==> src/rtl/dsort_pkg.sv <==
package dsort_pkg;
   typedef enum logic [2:0] {
      ST_LOAD,
      ST_CMP,
      ST_SW1,
      ST_SW2,
      ST_SW3,
      ST_EMIT
   } dsort_state_e;
endpackage

==> src/rtl/dsort_store.sv <==
// Word store: one synchronous write port, two combinational read ports.
module dsort_store #(
   parameter int DATA_W = 8,
   parameter int DEPTH  = 11,
   parameter int AW     = $clog2(DEPTH)
) (
   input  logic              clk,
   input  logic              we,
   input  logic [AW-1:0]     waddr,
   input  logic [DATA_W-1:0] wdata,
   input  logic [AW-1:0]     ra_addr,
   input  logic [AW-1:0]     rb_addr,
   output logic [DATA_W-1:0] ra_data,
   output logic [DATA_W-1:0] rb_data
);
   localparam int SLOTS = 1 << AW;

   logic [SLOTS*DATA_W-1:0] flat;

   if (DEPTH < 2 || DEPTH > SLOTS) begin : g_bad_depth
      $error("dsort_store: DEPTH out of range for AW");
   end

   for (genvar g = 0; g < SLOTS; g++) begin : g_word
      if (g < DEPTH) begin : g_live
         logic [DATA_W-1:0] q;
         always_ff @(posedge clk) begin
            if (we && waddr == AW'(g)) q <= wdata;
         end
         assign flat[g*DATA_W +: DATA_W] = q;
      end else begin : g_pad
         assign flat[g*DATA_W +: DATA_W] = '0;
      end
   end

   assign ra_data = flat[int'(ra_addr)*DATA_W +: DATA_W];
   assign rb_data = flat[int'(rb_addr)*DATA_W +: DATA_W];
endmodule

==> src/rtl/dsort_ctrl.sv <==
// Sequencer: collect, bubble passes with three-write exchange, emit.
module dsort_ctrl
   import dsort_pkg::*;
#(
   parameter int DATA_W = 8,
   parameter int COUNT  = 10,
   parameter int AW     = $clog2(COUNT + 1)
) (
   input  logic              clk,
   input  logic              rst,
   input  logic [DATA_W-1:0] din,
   input  logic              din_en,
   input  logic [DATA_W-1:0] ra_data,
   input  logic [DATA_W-1:0] rb_data,
   output logic              mem_we,
   output logic [AW-1:0]     mem_waddr,
   output logic [DATA_W-1:0] mem_wdata,
   output logic [AW-1:0]     ra_addr,
   output logic [AW-1:0]     rb_addr,
   output logic [DATA_W-1:0] dout,
   output logic              dout_rdy
);
   localparam logic [AW-1:0] TEMP = AW'(COUNT);
   localparam logic [AW-1:0] LAST = AW'(COUNT - 1);
   localparam logic [AW-1:0] MAXP = AW'(COUNT - 2);

   dsort_state_e  state;
   logic [AW-1:0] cnt, j, pass;
   logic          swapped;
   logic          less, j_last, saw, step, done_sort;

   always_comb begin
      less      = $signed(ra_data) < $signed(rb_data);
      j_last    = (j == (MAXP - pass));
      saw       = swapped | (state == ST_SW3);
      step      = (state == ST_CMP && !less) || (state == ST_SW3);
      done_sort = j_last && (!saw || pass == MAXP);
   end

   always_comb begin
      ra_addr   = j;
      rb_addr   = j + AW'(1);
      mem_we    = 1'b0;
      mem_waddr = cnt;
      mem_wdata = din;
      case (state)
         ST_LOAD: mem_we = din_en;
         ST_SW1: begin
            mem_we    = 1'b1;
            mem_waddr = TEMP;
            mem_wdata = ra_data;
         end
         ST_SW2: begin
            mem_we    = 1'b1;
            mem_waddr = j;
            mem_wdata = rb_data;
         end
         ST_SW3: begin
            ra_addr   = TEMP;
            mem_we    = 1'b1;
            mem_waddr = j + AW'(1);
            mem_wdata = ra_data;
         end
         ST_EMIT: ra_addr = cnt;
         default: ;
      endcase
   end

   always_ff @(posedge clk) begin
      if (rst) begin
         state    <= ST_LOAD;
         cnt      <= '0;
         j        <= '0;
         pass     <= '0;
         swapped  <= 1'b0;
         dout     <= '0;
         dout_rdy <= 1'b0;
      end else begin
         dout_rdy <= 1'b0;
         case (state)
            ST_LOAD: if (din_en) begin
               if (cnt == LAST) begin
                  cnt     <= '0;
                  j       <= '0;
                  pass    <= '0;
                  swapped <= 1'b0;
                  state   <= ST_CMP;
               end else begin
                  cnt <= cnt + AW'(1);
               end
            end
            ST_CMP:  if (less) state <= ST_SW1;
            ST_SW1:  state <= ST_SW2;
            ST_SW2:  state <= ST_SW3;
            ST_EMIT: begin
               dout     <= ra_data;
               dout_rdy <= 1'b1;
               if (cnt == LAST) begin
                  cnt   <= '0;
                  state <= ST_LOAD;
               end else begin
                  cnt <= cnt + AW'(1);
               end
            end
            default: ;
         endcase
         if (step) begin
            if (done_sort) begin
               cnt   <= '0;
               state <= ST_EMIT;
            end else if (j_last) begin
               pass    <= pass + AW'(1);
               j       <= '0;
               swapped <= 1'b0;
               state   <= ST_CMP;
            end else begin
               j       <= j + AW'(1);
               swapped <= saw;
               state   <= ST_CMP;
            end
         end
      end
   end

   // ---- checks next to the logic they guard ----
   logic [AW-1:0] run;
   always_ff @(posedge clk) begin
      if (rst) run <= '0;
      else     run <= dout_rdy ? run + AW'(1) : '0;
   end

   a_r3_desc_order: assert property (@(posedge clk) disable iff (rst)
      (dout_rdy && $past(dout_rdy)) |-> ($signed(dout) <= $signed($past(dout))));
   a_r4_swap_first: assert property (@(posedge clk) disable iff (rst)
      (state == ST_SW1) |=> (state == ST_SW2));
   a_r4_swap_second: assert property (@(posedge clk) disable iff (rst)
      (state == ST_SW2) |=> (state == ST_SW3));
   a_r5_pass_bound: assert property (@(posedge clk) disable iff (rst)
      pass <= MAXP);
   a_r6_burst_len: assert property (@(posedge clk) disable iff (rst)
      $fell(dout_rdy) |-> (run == AW'(COUNT)));
   a_r7_no_write_busy: assert property (@(posedge clk) disable iff (rst)
      (state == ST_CMP || state == ST_EMIT) |-> !mem_we);
endmodule

==> src/rtl/desc_sort_engine.sv <==
module desc_sort_engine #(
   parameter int DATA_W = 8,
   parameter int COUNT  = 10
) (
   input  logic              clk,
   input  logic              rst,
   input  logic [DATA_W-1:0] din,
   input  logic              din_en,
   output logic [DATA_W-1:0] dout,
   output logic              dout_rdy
);
   localparam int DEPTH = COUNT + 1;
   localparam int AW    = $clog2(DEPTH);

   if (COUNT < 2 || DATA_W < 2) begin : g_bad_param
      $error("desc_sort_engine: COUNT and DATA_W must be at least 2");
   end

   logic              mem_we;
   logic [AW-1:0]     mem_waddr, ra_addr, rb_addr;
   logic [DATA_W-1:0] mem_wdata, ra_data, rb_data;

   dsort_store #(.DATA_W(DATA_W), .DEPTH(DEPTH), .AW(AW)) u_store (
      .clk     (clk),
      .we      (mem_we),
      .waddr   (mem_waddr),
      .wdata   (mem_wdata),
      .ra_addr (ra_addr),
      .rb_addr (rb_addr),
      .ra_data (ra_data),
      .rb_data (rb_data)
   );

   dsort_ctrl #(.DATA_W(DATA_W), .COUNT(COUNT), .AW(AW)) u_ctrl (
      .clk       (clk),
      .rst       (rst),
      .din       (din),
      .din_en    (din_en),
      .ra_data   (ra_data),
      .rb_data   (rb_data),
      .mem_we    (mem_we),
      .mem_waddr (mem_waddr),
      .mem_wdata (mem_wdata),
      .ra_addr   (ra_addr),
      .rb_addr   (rb_addr),
      .dout      (dout),
      .dout_rdy  (dout_rdy)
   );
endmodule

==> config.mk <==
export PLATFORM = sky130hd
export DESIGN_NAME = desc_sort_engine
export DESIGN_NICKNAME = d
export VERILOG_FILES = /design/src/rtl/dsort_pkg.sv /design/src/rtl/dsort_store.sv /design/src/rtl/dsort_ctrl.sv /design/src/rtl/desc_sort_engine.sv
export SDC_FILE = /design/constraint.sdc
export NUM_CORES = 1
export LEC_CHECK = 0
export BUFFER_PORTS_ARGS = -buffer_cell sky130_fd_sc_hd__buf_2
export CAP_MARGIN = 20
export CORE_ASPECT_RATIO = 0.7
export CORE_MARGIN = 2
export CORE_UTILIZATION = 60
export CTS_CLUSTER_DIAMETER = 200
export DETAILED_ROUTE_END_ITERATION = 7
export MAX_ROUTING_LAYER = met4
export PLACE_DENSITY = 0.77
export SYNTH_ARGS = -nofsm -noshare
export SYNTH_HDL_FRONTEND = slang
export SYNTH_SLANG_ARGS = --single-unit
==> constraint.sdc <==
create_clock -name clk -period 8.1 [get_ports clk]
set_input_delay 0.81 -clock clk [delete_from_list [all_inputs] [get_ports clk]]
set_output_delay 0.81 -clock clk [all_outputs]
set_load 0.03 [all_outputs]
==> impl_metrics.json, run 1 <==
{
  "wirelength_um": 16900,
  "final_area_um2": 7110,
  "finClkSkew_ns": 0.00733,
  "synthFlopType": "edfxtp_1",
  "p_leak_nw": 2.61,
  "initial_core_util": 0.614,
  "post_cts_buffers": 0,
  "h-tree-depth": 4,
  "violations": "DRC",
  "drtIter0Drc": 749,
  "cts_max_path_buffers": 2,
  "drive_above_1_share": 0.168,
  "syn_nets": 624,
  "gr-usage-all-layers": 0.313,
  "tightestPinTransition_ns": 1.03,
  "cts_hold_buf": 0,
  "crit_type": "reg2reg",
  "die_area_um2": 11400,
  "hpwl_um": 11300,
  "place_area_um2": 6490,
  "layout_common_cells": "nand2_1 (89), edfxtp_1 (88), nor2_1 (48)",
  "synth_edf_count": 88,
  "setup_viol": 0,
  "crit_path_end_kind": "flop",
  "clkTransAtPathRegs_ns": 0.06,
  "top_usage_layer": "met1",
  "min_period_ns": 5.24,
  "grt_pass1_wl_um": 26400,
  "stdcell_count": 752,
  "ys_warn_count": 0,
  "die_h_um": 90.0,
  "setup_ws_ns": 2.86,
  "synthesis.area_um2": 6340,
  "grt_pass1_vias": 4753,
  "gp_routability_congestion": 0.911,
  "antenna_cells": 0,
  "clkSinkCount": 113,
  "postRouteAntennaNets": 0,
  "cts_tree": "built",
  "ios": 20,
  "coreArea_um2": 10300,
  "dieWidth_um": 127,
  "relSlewSlack": 0.308,
  "cts_resized": 0,
  "min_path_type": "reg2reg",
  "io_buffer_count": 19,
  "antenna_found_initial": 0,
  "drc_errors": 2,
  "syn2layout_area_growth_pct": 12.1,
  "drt_pass1_iterations": 8,
  "grt_use_met1": 0.455,
  "final-max-slew-violation-count": 0,
  "ctsRootBufferMaster": "clkbuf_16",
  "cp.required_ns": 8.47,
  "report.power.total_w": 0.00323,
  "drv_cap": 0,
  "final_hold_viol_count": 0,
  "crit_path_start_kind": "flop",
  "globalRouteMet2Util": 0.435,
  "status": "complete, but fails checks",
  "pre_cts_ws_ns": 3.03,
  "grt_remaining_overflow": 0,
  "syn_inst": 601,
  "synth_cell_types": 67,
  "arrival_ns": 5.61,
  "use_met3": 0.0833,
  "nets": 630,
  "grt_max_degree": 36,
  "post-place-cells": 720,
  "cts_made_buffers": 17,
  "mostFrequentLayoutCell": "nand2_1",
  "fin_crit_sh": 0.648,
  "clkLatencyLatePin_ns": 0.42,
  "yosysSeqAreaShare": 0.496,
  "num_vias": 5119,
  "wire_per_inst_um": 22.4,
  "synthArstFlopShare": 0,
  "via_per_inst": 6.81,
  "rows": 31,
  "postSynthAreaPerCell_um2": 10.5,
  "cp_max_fo": 35,
  "rsz0062_at_grt": "no",
  "ys_seq_elements": 113,
  "max_clock_freq_mhz": 191,
  "tns_ns": 0,
  "powerDensity_nw_per_um2": 454,
  "ir_worst_vdd_v": 0.000255
}
-- registers in the layout, indices dropped and copies added, names as in the netlist --
register	count
u_ctrl.j	4
u_ctrl.pass	4
u_store.g_word.g_live.q	88
u_ctrl.state	3
u_ctrl.dout	8
u_ctrl.cnt	4
u_ctrl.swapped	1
u_ctrl.dout_rdy	1
-- power breakdown --
group          switching (W)  internal, W  total (W)
registers          0.0000932     0.000853   0.000947
logic               0.000975     0.000517    0.00149
clock network       0.000275     0.000515   0.000790
total                0.00134      0.00189    0.00323
-- cell usage after synthesis (all sizes together), types with 16 or more instances --
cell type / number / area (um^2)
nor2: 50 / 193
dfxtp: 25 / 500
a31oi: 16 / 100
nand2: 89 / 334
nand3: 17 / 85.1
nand2b: 19 / 119
mux2i: 22 / 233
clkbuf: 29 / 109
inv: 18 / 67.6
a21oi: 39 / 199
mux4: 16 / 360
edfxtp: 88 / 2640
-- critical path, stage by stage (launching register included) --
cell and delay [ns]:
dfxtp_1 0.78, nor2b_2 0.53, mux2i_4 0.30, buf_4 0.39, nand2_1 0.10, and3_1 0.17
a311oi_1 0.27, a31oi_1 0.11, o22ai_1 0.39, ha_1 0.32, a21o_1 0.16, a21oi_1 0.16
o221ai_1 0.15, a31oi_1 0.32, nor3_1 0.08, a211oi_1 0.52, o21bai_2 0.25, a22o_1 0.16
-- routing by layer --
metal	vias up	share of wire
met5	-	0
met2	336	0.43
li1	2285	-
met4	0	0.015
met1	2468	0.43
met3	30	0.12
-- layout make-up --
class,count,area (um^2)
Sequential cell,113,3140
Tap cell,132,165
Clock buffer,19,433
Inverter,19,71.3
Fill cell,759,3210
Multi-Input combinational cell,430,2960
Clock inverter,13,186
Timing Repair Buffer,26,148
-- cell families (layout without fill, tap and decap cells) --
group                      Yosys count  in the layout  synth area share
xor gates and xnor gates            10             10            0.0138
buffers and inverters               58             77            0.0375
DFF                                113            113             0.496
AOI/OAI and AO/OA                  151            151             0.174
muxes                               42             42             0.101
adders and majority gates           12             12            0.0237
and+or+nand+nor                    215            215             0.155
-- worst paths after layout --
kind	startpoint	endpoint	slack [ns]	cells past startpoint
max reg2reg	u_ctrl.state[2]$_SDFFE_PP0P_	u_ctrl.pass[3]$_SDFF_PP0_	2.86	17
min	u_ctrl.swapped$_SDFF_PP0_	u_ctrl.swapped$_SDFF_PP0_	0.49	1
max	u_ctrl.state[2]$_SDFFE_PP0P_	u_ctrl.pass[3]$_SDFF_PP0_	2.86	17
min reg2reg	u_ctrl.swapped$_SDFF_PP0_	u_ctrl.swapped$_SDFF_PP0_	0.49	1
-- stage by stage --
stage	util	hold WS, ns
2_1_floorplan	-	0.442
3_3_place_gp	0.629	0.454
3_5_place_dp	0.629	0.465
4_1_cts	0.689	0.487
5_1_grt	0.689	0.526
6_report	0.689	0.491
Note: power is estimated with default switching activity, not from simulation.
==> inputs of run 2 (changes only) <==
--- a/config.mk
+++ b/config.mk
@@ -5,6 +5,7 @@
 export SDC_FILE = /design/constraint.sdc
 export NUM_CORES = 1
 export LEC_CHECK = 0
+export ABC_AREA = 1
 export BUFFER_PORTS_ARGS = -buffer_cell sky130_fd_sc_hd__buf_2
 export CAP_MARGIN = 20
 export CORE_ASPECT_RATIO = 0.7
==> constraint.sdc (replaced) <==
create_clock -name clk -period 5.05 [get_ports clk]
set_input_delay 0.505 -clock clk [delete_from_list [all_inputs] [get_ports clk]]
set_output_delay 0.505 -clock clk [all_outputs]
set_load 0.03 [all_outputs]
==> impl_metrics.json, run 2 <==
{
  "max_clock_freq_mhz": 234,
  "ys_warn_count": 0,
  "coreArea_um2": 10400,
  "yosysSeqAreaShare": 0.491,
  "cts_tree": "built",
  "post_cts_buffers": 0,
  "setup_viol": 0,
  "synth_compound_area_frac": 0.156,
  "antenna_found_initial": 0,
  "crit_path_end_kind": "flop",
  "hp-start": "rst",
  "die_area_um2": 11500,
  "ir_worst_vdd_v": 0.000391,
  "p_leak_nw": 2.92,
  "drive_above_1_share": 0.0966,
  "synthAdderAreaFrac": 0.0235,
  "crit_path_start_kind": "flop",
  "synthSimpleGateAreaFrac": 0.241,
  "h-tree-depth": 4,
  "final_hold_viol_count": 0,
  "grt_pass1_vias": 5318,
  "min_to": "u_ctrl.pass[0]$_SDFF_PP0_",
  "synthFlopType": "edfxtp_1",
  "grt_pass1_wl_um": 28400,
  "clkLatencyLatePin_ns": 0.42,
  "min_period_ns": 4.27,
  "fin_crit_sh": 0.846,
  "ys_seq_elements": 113,
  "min_path_type": "in2reg",
  "syn_nets": 799,
  "synth_mux_area_frac": 0,
  "synthArstFlopShare": 0,
  "antenna_cells": 0,
  "gp_routability_congestion": 0.946,
  "arrival_ns": 4.58,
  "synth_top_family_by_area": "simple AND/OR/NAND/NOR gates",
  "postRouteAntennaNets": 0,
  "initial_core_util": 0.618,
  "wirelength_um": 18200,
  "ios": 20,
  "relSlewSlack": 0.206,
  "cp.required_ns": 5.36,
  "register_area_um2": 3140,
  "crit_type": "reg2reg",
  "clkSinkCount": 113,
  "clkTransAtPathRegs_ns": 0.06,
  "report.power.total_w": 0.00546,
  "finClkSkew_ns": 0.00631,
  "layout_common_cells": "nand2_1 (189), edfxtp_1 (88), nand3_1 (78)",
  "top_regs": "u_store.g_word.g_live.q (88), u_ctrl.dout (8)",
  "reg2reg_setup_slack_ns": 0.78,
  "largest-register": "u_store.g_word.g_live.q",
  "cts_made_buffers": 17,
  "via_per_inst": 6.33,
  "nets": 807,
  "wire_per_inst_um": 19.6,
  "cp_max_fo": 41,
  "tns_ns": 0,
  "drc_errors": 0,
  "synth_xor_area_frac": 0.0135,
  "multi_input_area_um2": 2780,
  "synth_top_area_share": 0.413,
  "gr-usage-all-layers": 0.333,
  "synth_most_common_cell": "nand2_1",
  "rows": 31,
  "timing.hold.ws_ns": 0.429,
  "cts_hold_buf": 0,
  "num_vias": 5878,
  "tightestPinTransition_ns": 1.19,
  "synthesis.area_um2": 6400,
  "syn2layout_area_growth_pct": 11.6,
  "holdPathStages": 2,
  "dieWidth_um": 127,
  "die_h_um": 90.4,
  "ff2ff_path_depth": 21,
  "synth.area.top_cells": "edfxtp_1 (41%), nand2_1 (11%), dfxtp_1 (7.8%), nand3_1 (6.1%), o21ai_0 (5.2%)",
  "status": "completed",
  "synth_common_cells": "nand2_1 (189), edfxtp_1 (88), nand3_1 (78), inv_1 (76), o21ai_0 (66)",
  "powerDensity_nw_per_um2": 764,
  "largest_reg_flops": 88,
  "drv_cap": 0,
  "hpwl_um": 12000,
  "synth_cell_types": 39,
  "synth_top_area_cell": "edfxtp_1",
  "grt_remaining_overflow": 0,
  "io_buffer_count": 19,
  "final-max-slew-violation-count": 0,
  "cts_resized": 0,
  "ctsRootBufferMaster": "clkbuf_16",
  "worstReg2RegEnd": "u_ctrl.cnt[0]$_SDFF_PP0_",
  "mostFrequentLayoutCell": "nand2_1",
  "postSynthAreaPerCell_um2": 8.24,
  "r2r-start": "u_ctrl.state[0]$_SDFFE_PP0P_",
  "cts_max_path_buffers": 2,
  "nFillCells": 823,
  "rsz0062_at_grt": "no",
  "drtIter0Drc": 841,
  "grt_max_degree": 62,
  "synth_edf_count": 88,
  "syn_inst": 776,
  "drt_pass1_iterations": 5
}
run 2: cell count changes in the layout (fill, tap and decap cells not counted), moves of 19 or more:
cell / change
inv_1: +58
mux2i_1: -21
nand2_1: +100
nand2b_1: -19
nand3_1: +61
o211ai_1: +24
o21ai_0: +57
run 2: how the worst max path moves through the flow:
stage / startpoint / endpoint / slack (ns) / depth (start not counted)
after floorplan: u_ctrl.state[2]$_SDFFE_PP0P_ / u_ctrl.j[0]$_SDFF_PP0_ / 2.08 / 23
after global placement: u_ctrl.state[2]$_SDFFE_PP0P_ / u_ctrl.cnt[0]$_SDFF_PP0_ / 1.12 / 21
after detailed placement: u_ctrl.state[2]$_SDFFE_PP0P_ / u_ctrl.cnt[0]$_SDFF_PP0_ / 0.95 / 21
after CTS: u_ctrl.state[2]$_SDFFE_PP0P_ / u_ctrl.cnt[0]$_SDFF_PP0_ / 0.92 / 21
after global routing: u_ctrl.state[2]$_SDFFE_PP0P_ / u_ctrl.cnt[0]$_SDFF_PP0_ / 0.42 / 19
final: u_ctrl.state[0]$_SDFFE_PP0P_ / u_ctrl.cnt[0]$_SDFF_PP0_ / 0.78 / 21
run 2: report_power, final:
group	leakage (nW)	switching [W]	internal [W]	total (W)
combinational	1.64	0.00202	0.000775	0.00280
sequential	1.00	0.0000867	0.00134	0.00143
clock	0.283	0.000420	0.000814	0.00123
run 2: stage by stage:
stage / instance area [um^2] / utilization / setup slack (ns) / instances
floorplan: 6400 / - / 2.08 / 776
global placement: 6540 / 0.632 / 1.12 / 897
detailed placement: 6540 / 0.632 / 0.952 / 897
CTS: 7140 / 0.690 / 0.922 / 929
global route: 7140 / 0.690 / 0.423 / 929
finish: 7140 / 0.690 / 0.777 / 929
run 2: cell type report:
| type | instances | area share |
|---|---|---|
| clock inverter | 13 | 0.0235 |
| multi-input combinational | 544 | 0.390 |
| clock buffer | 19 | 0.0606 |
| inverter | 85 | 0.0450 |
| timing repair buffer | 23 | 0.0175 |
| tap | 132 | 0.0231 |
| sequential | 113 | 0.440 |
run 2: critical path, stage by stage (launching register included):
cell,delay [ns]
dfxtp_1,0.55
nand3_4,0.26
nand3_4,0.18
nand2_4,0.26
inv_2,0.56
nor2_1,0.09
o22ai_1,0.22
nor2_1,0.07
o21ai_0,0.45
ha_1,0.32
nand2_1,0.07
nand2_1,0.06
nand2_1,0.05
nand2_1,0.04
nand2_1,0.07
nand2_1,0.06
nand2_2,0.08
nand3_4,0.13
nand2_2,0.22
nand2_1,0.11
nand2_1,0.20
nor2_1,0.07
run 2: routing by layer:
metal | GRT usage | vias to the layer above | part of all wire
met4 | 0.124 | 0 | 0.025
li1 | - | 2678 | -
met2 | 0.458 | 452 | 0.42
met1 | 0.470 | 2692 | 0.42
met3 | 0.0930 | 56 | 0.14
met5 | - | - | 0
run 2: cell families after synthesis:
kind of cell / count (synthesis)
and+or+nand+nor: 353
buffers and inverters: 119
adders and majority gates: 12
DFF: 113
xor gates and xnor gates: 9
AOI/OAI and AO/OA: 170
==> inputs of run 3 (changes only) <==
==> constraint.sdc (replaced) <==
create_clock -name clk -period 4.3 [get_ports clk]
set_input_delay 0.43 -clock clk [delete_from_list [all_inputs] [get_ports clk]]
set_output_delay 0.43 -clock clk [all_outputs]
set_load 0.03 [all_outputs]
==> impl_metrics.json, run 3 (same netlist as run 2, synthesis figures left out) <==
{
  "slowest_delay_ns": 0.57,
  "p_clk_frac": 0.226,
  "cp_max_fo": 26,
  "fin_crit_sh": 0.948,
  "coreArea_um2": 10400,
  "worstPathCellList": "nand3_4, inv_2, nand2_2, nand2_4, inv_4, o211ai_1, nand3_1, nand3_1, nand2_1, inv_1, ha_1, a21oi_1, o21bai_1, a21oi_1, nand2_1, nand2_2, nand3_4, nand2_2, nand2_1, nand2_1, nor2_1",
  "max_clock_freq_mhz": 245,
  "cts_made_buffers": 17,
  "cts_max_path_buffers": 2,
  "grt_max_degree": 51,
  "final_hold_viol_count": 0,
  "min_period_ns": 4.08,
  "wirelength_um": 18600,
  "postRouteAntennaNets": 0,
  "relSlewSlack": 0.293,
  "crit_path_start_kind": "flop",
  "final_area_um2": 7260,
  "via_per_inst": 6.27,
  "die_h_um": 90.4,
  "initial_core_util": 0.618,
  "cts_tree": "built",
  "rows": 31,
  "sw_frac_of_total": 0.463,
  "die_area_um2": 11500,
  "crit_path_frequent_cell": "nand2_1",
  "cp.required_ns": 4.60,
  "grt_pass1_vias": 5602,
  "ctsRootBufferMaster": "clkbuf_16",
  "drt_pass1_iterations": 6,
  "tns_ns": 0,
  "largest_reg_flops": 88,
  "post-place-cells": 910,
  "finClkSkew_ns": 0.00713,
  "layout_common_cells": "nand2_1 (189), edfxtp_1 (88), nand3_1 (78)",
  "nets": 821,
  "drtIter0Drc": 949,
  "grt_remaining_overflow": 0,
  "slowest_stage": "dfxtp_1",
  "stdcell_count": 942,
  "final-max-slew-violation-count": 0,
  "setup_viol": 0,
  "antenna_cells": 0,
  "gp_routability_congestion": 0.932,
  "clkLatencyLatePin_ns": 0.41,
  "hpwl_um": 12400,
  "drive_above_1_share": 0.116,
  "h-tree-depth": 4,
  "syn2layout_area_growth_pct": 13.5,
  "gr-usage-all-layers": 0.344,
  "drv_cap": 0,
  "clkSinkCount": 113,
  "clkTransAtPathRegs_ns": 0.05,
  "powerDensity_nw_per_um2": 902,
  "tightestPinTransition_ns": 1.06,
  "antenna_found_initial": 0,
  "status": "completed",
  "mostFrequentLayoutCell": "nand2_1",
  "combPwrFrac": 0.515,
  "grt_pass1_wl_um": 29700,
  "io_buffer_count": 19,
  "p_int_w": 0.00352,
  "crit_type": "reg2reg",
  "ir_worst_vdd_v": 0.000474,
  "drc_errors": 0,
  "dieWidth_um": 127,
  "place_area_um2": 6640,
  "largest-register": "u_store.g_word.g_live.q",
  "fin_util": 0.701,
  "arrival_ns": 4.37,
  "top_regs": "u_store.g_word.g_live.q (88), u_ctrl.dout (8)",
  "rsz0062_at_grt": "no",
  "min_path_type": "in2reg",
  "num_vias": 5910,
  "wire_per_inst_um": 19.7,
  "crit_path_end_kind": "flop",
  "ios": 20,
  "p_switching_w": 0.00303,
  "power_frac_seq": 0.259,
  "p_leak_nw": 3.00
}
run 3: per-stage QoR:
| step | power [W] | hold slack, ns | setup slack, ns |
|---|---|---|---|
| final | 0.00655 | 0.366 | 0.225 |
| after global routing | 0.00696 | 0.387 | 0.000105 |
| after CTS | 0.00643 | 0.357 | 0.226 |
| after detailed placement | 0.00492 | 0.509 | 0.308 |
| after global placement | 0.00482 | 0.499 | 0.459 |
| after floorplan | 0.00400 | 0.477 | 1.33 |
run 3: worst max-delay path: cells and delay by family, from the launching register on:
kind | cells | cell delay (ns)
AO/OA/AOI/OAI | 4 | 0.53
adder cells (fa/ha/maj) | 1 | 0.24
buffers and inverters | 3 | 0.57
flip-flops | 1 | 0.57
AND/OR/NAND/NOR | 13 | 2.01
run 3: area by class of cell:
cell class	instances	area [um^2]
fill	775	3090
timing repair buffer	37	230
multi-input combinational	544	2780
clock inverter	14	190
inverter	85	324
sequential	113	3140
clock buffer	17	425
tap	132	165
run 3: repair_timing:
action | 4_1_cts | 5_1_grt
hold buffers | 0 | 0
buffers inserted | 0 | 1
setup endpoints to repair | 0 | 10
gates resized for setup | 0 | 2
run 3: path summary, 6_finish.rpt:
| path | from | endpoint | slack (ns) | cells past startpoint |
|---|---|---|---|---|
| worst max-delay path | u_ctrl.state[2]$_SDFFE_PP0P_ | u_ctrl.cnt[3]$_SDFF_PP0_ | 0.22 | 21 |
| worst min-delay path | rst | u_ctrl.pass[0]$_SDFF_PP0_ | 0.37 | 2 |
| worst max register to register | u_ctrl.state[2]$_SDFFE_PP0P_ | u_ctrl.cnt[3]$_SDFF_PP0_ | 0.22 | 21 |
| worst min register to register | u_ctrl.swapped$_SDFF_PP0_ | u_ctrl.swapped$_SDFF_PP0_ | 0.52 | 2 |
run 3: power by group through the flow:
stage	clock, W	combinational [W]	sequential [W]
detailed placement	0	0.00322	0.00171
global placement	0	0.00312	0.00170
floorplan	0	0.00234	0.00166
global route	0.00153	0.00372	0.00171
finish	0.00148	0.00338	0.00170
CTS	0.00148	0.00326	0.00169
run 3: layer usage:
metal  track usage  vias to the layer above  wire, um  part of all wire
li1              -                     2708         -                 -
met1         0.515                     2751      8180              0.44
met2         0.460                      404      7770              0.42
met3        0.0788                       47      2270              0.12
met4         0.113                        0       366             0.020
met5             -                        -         0                 0
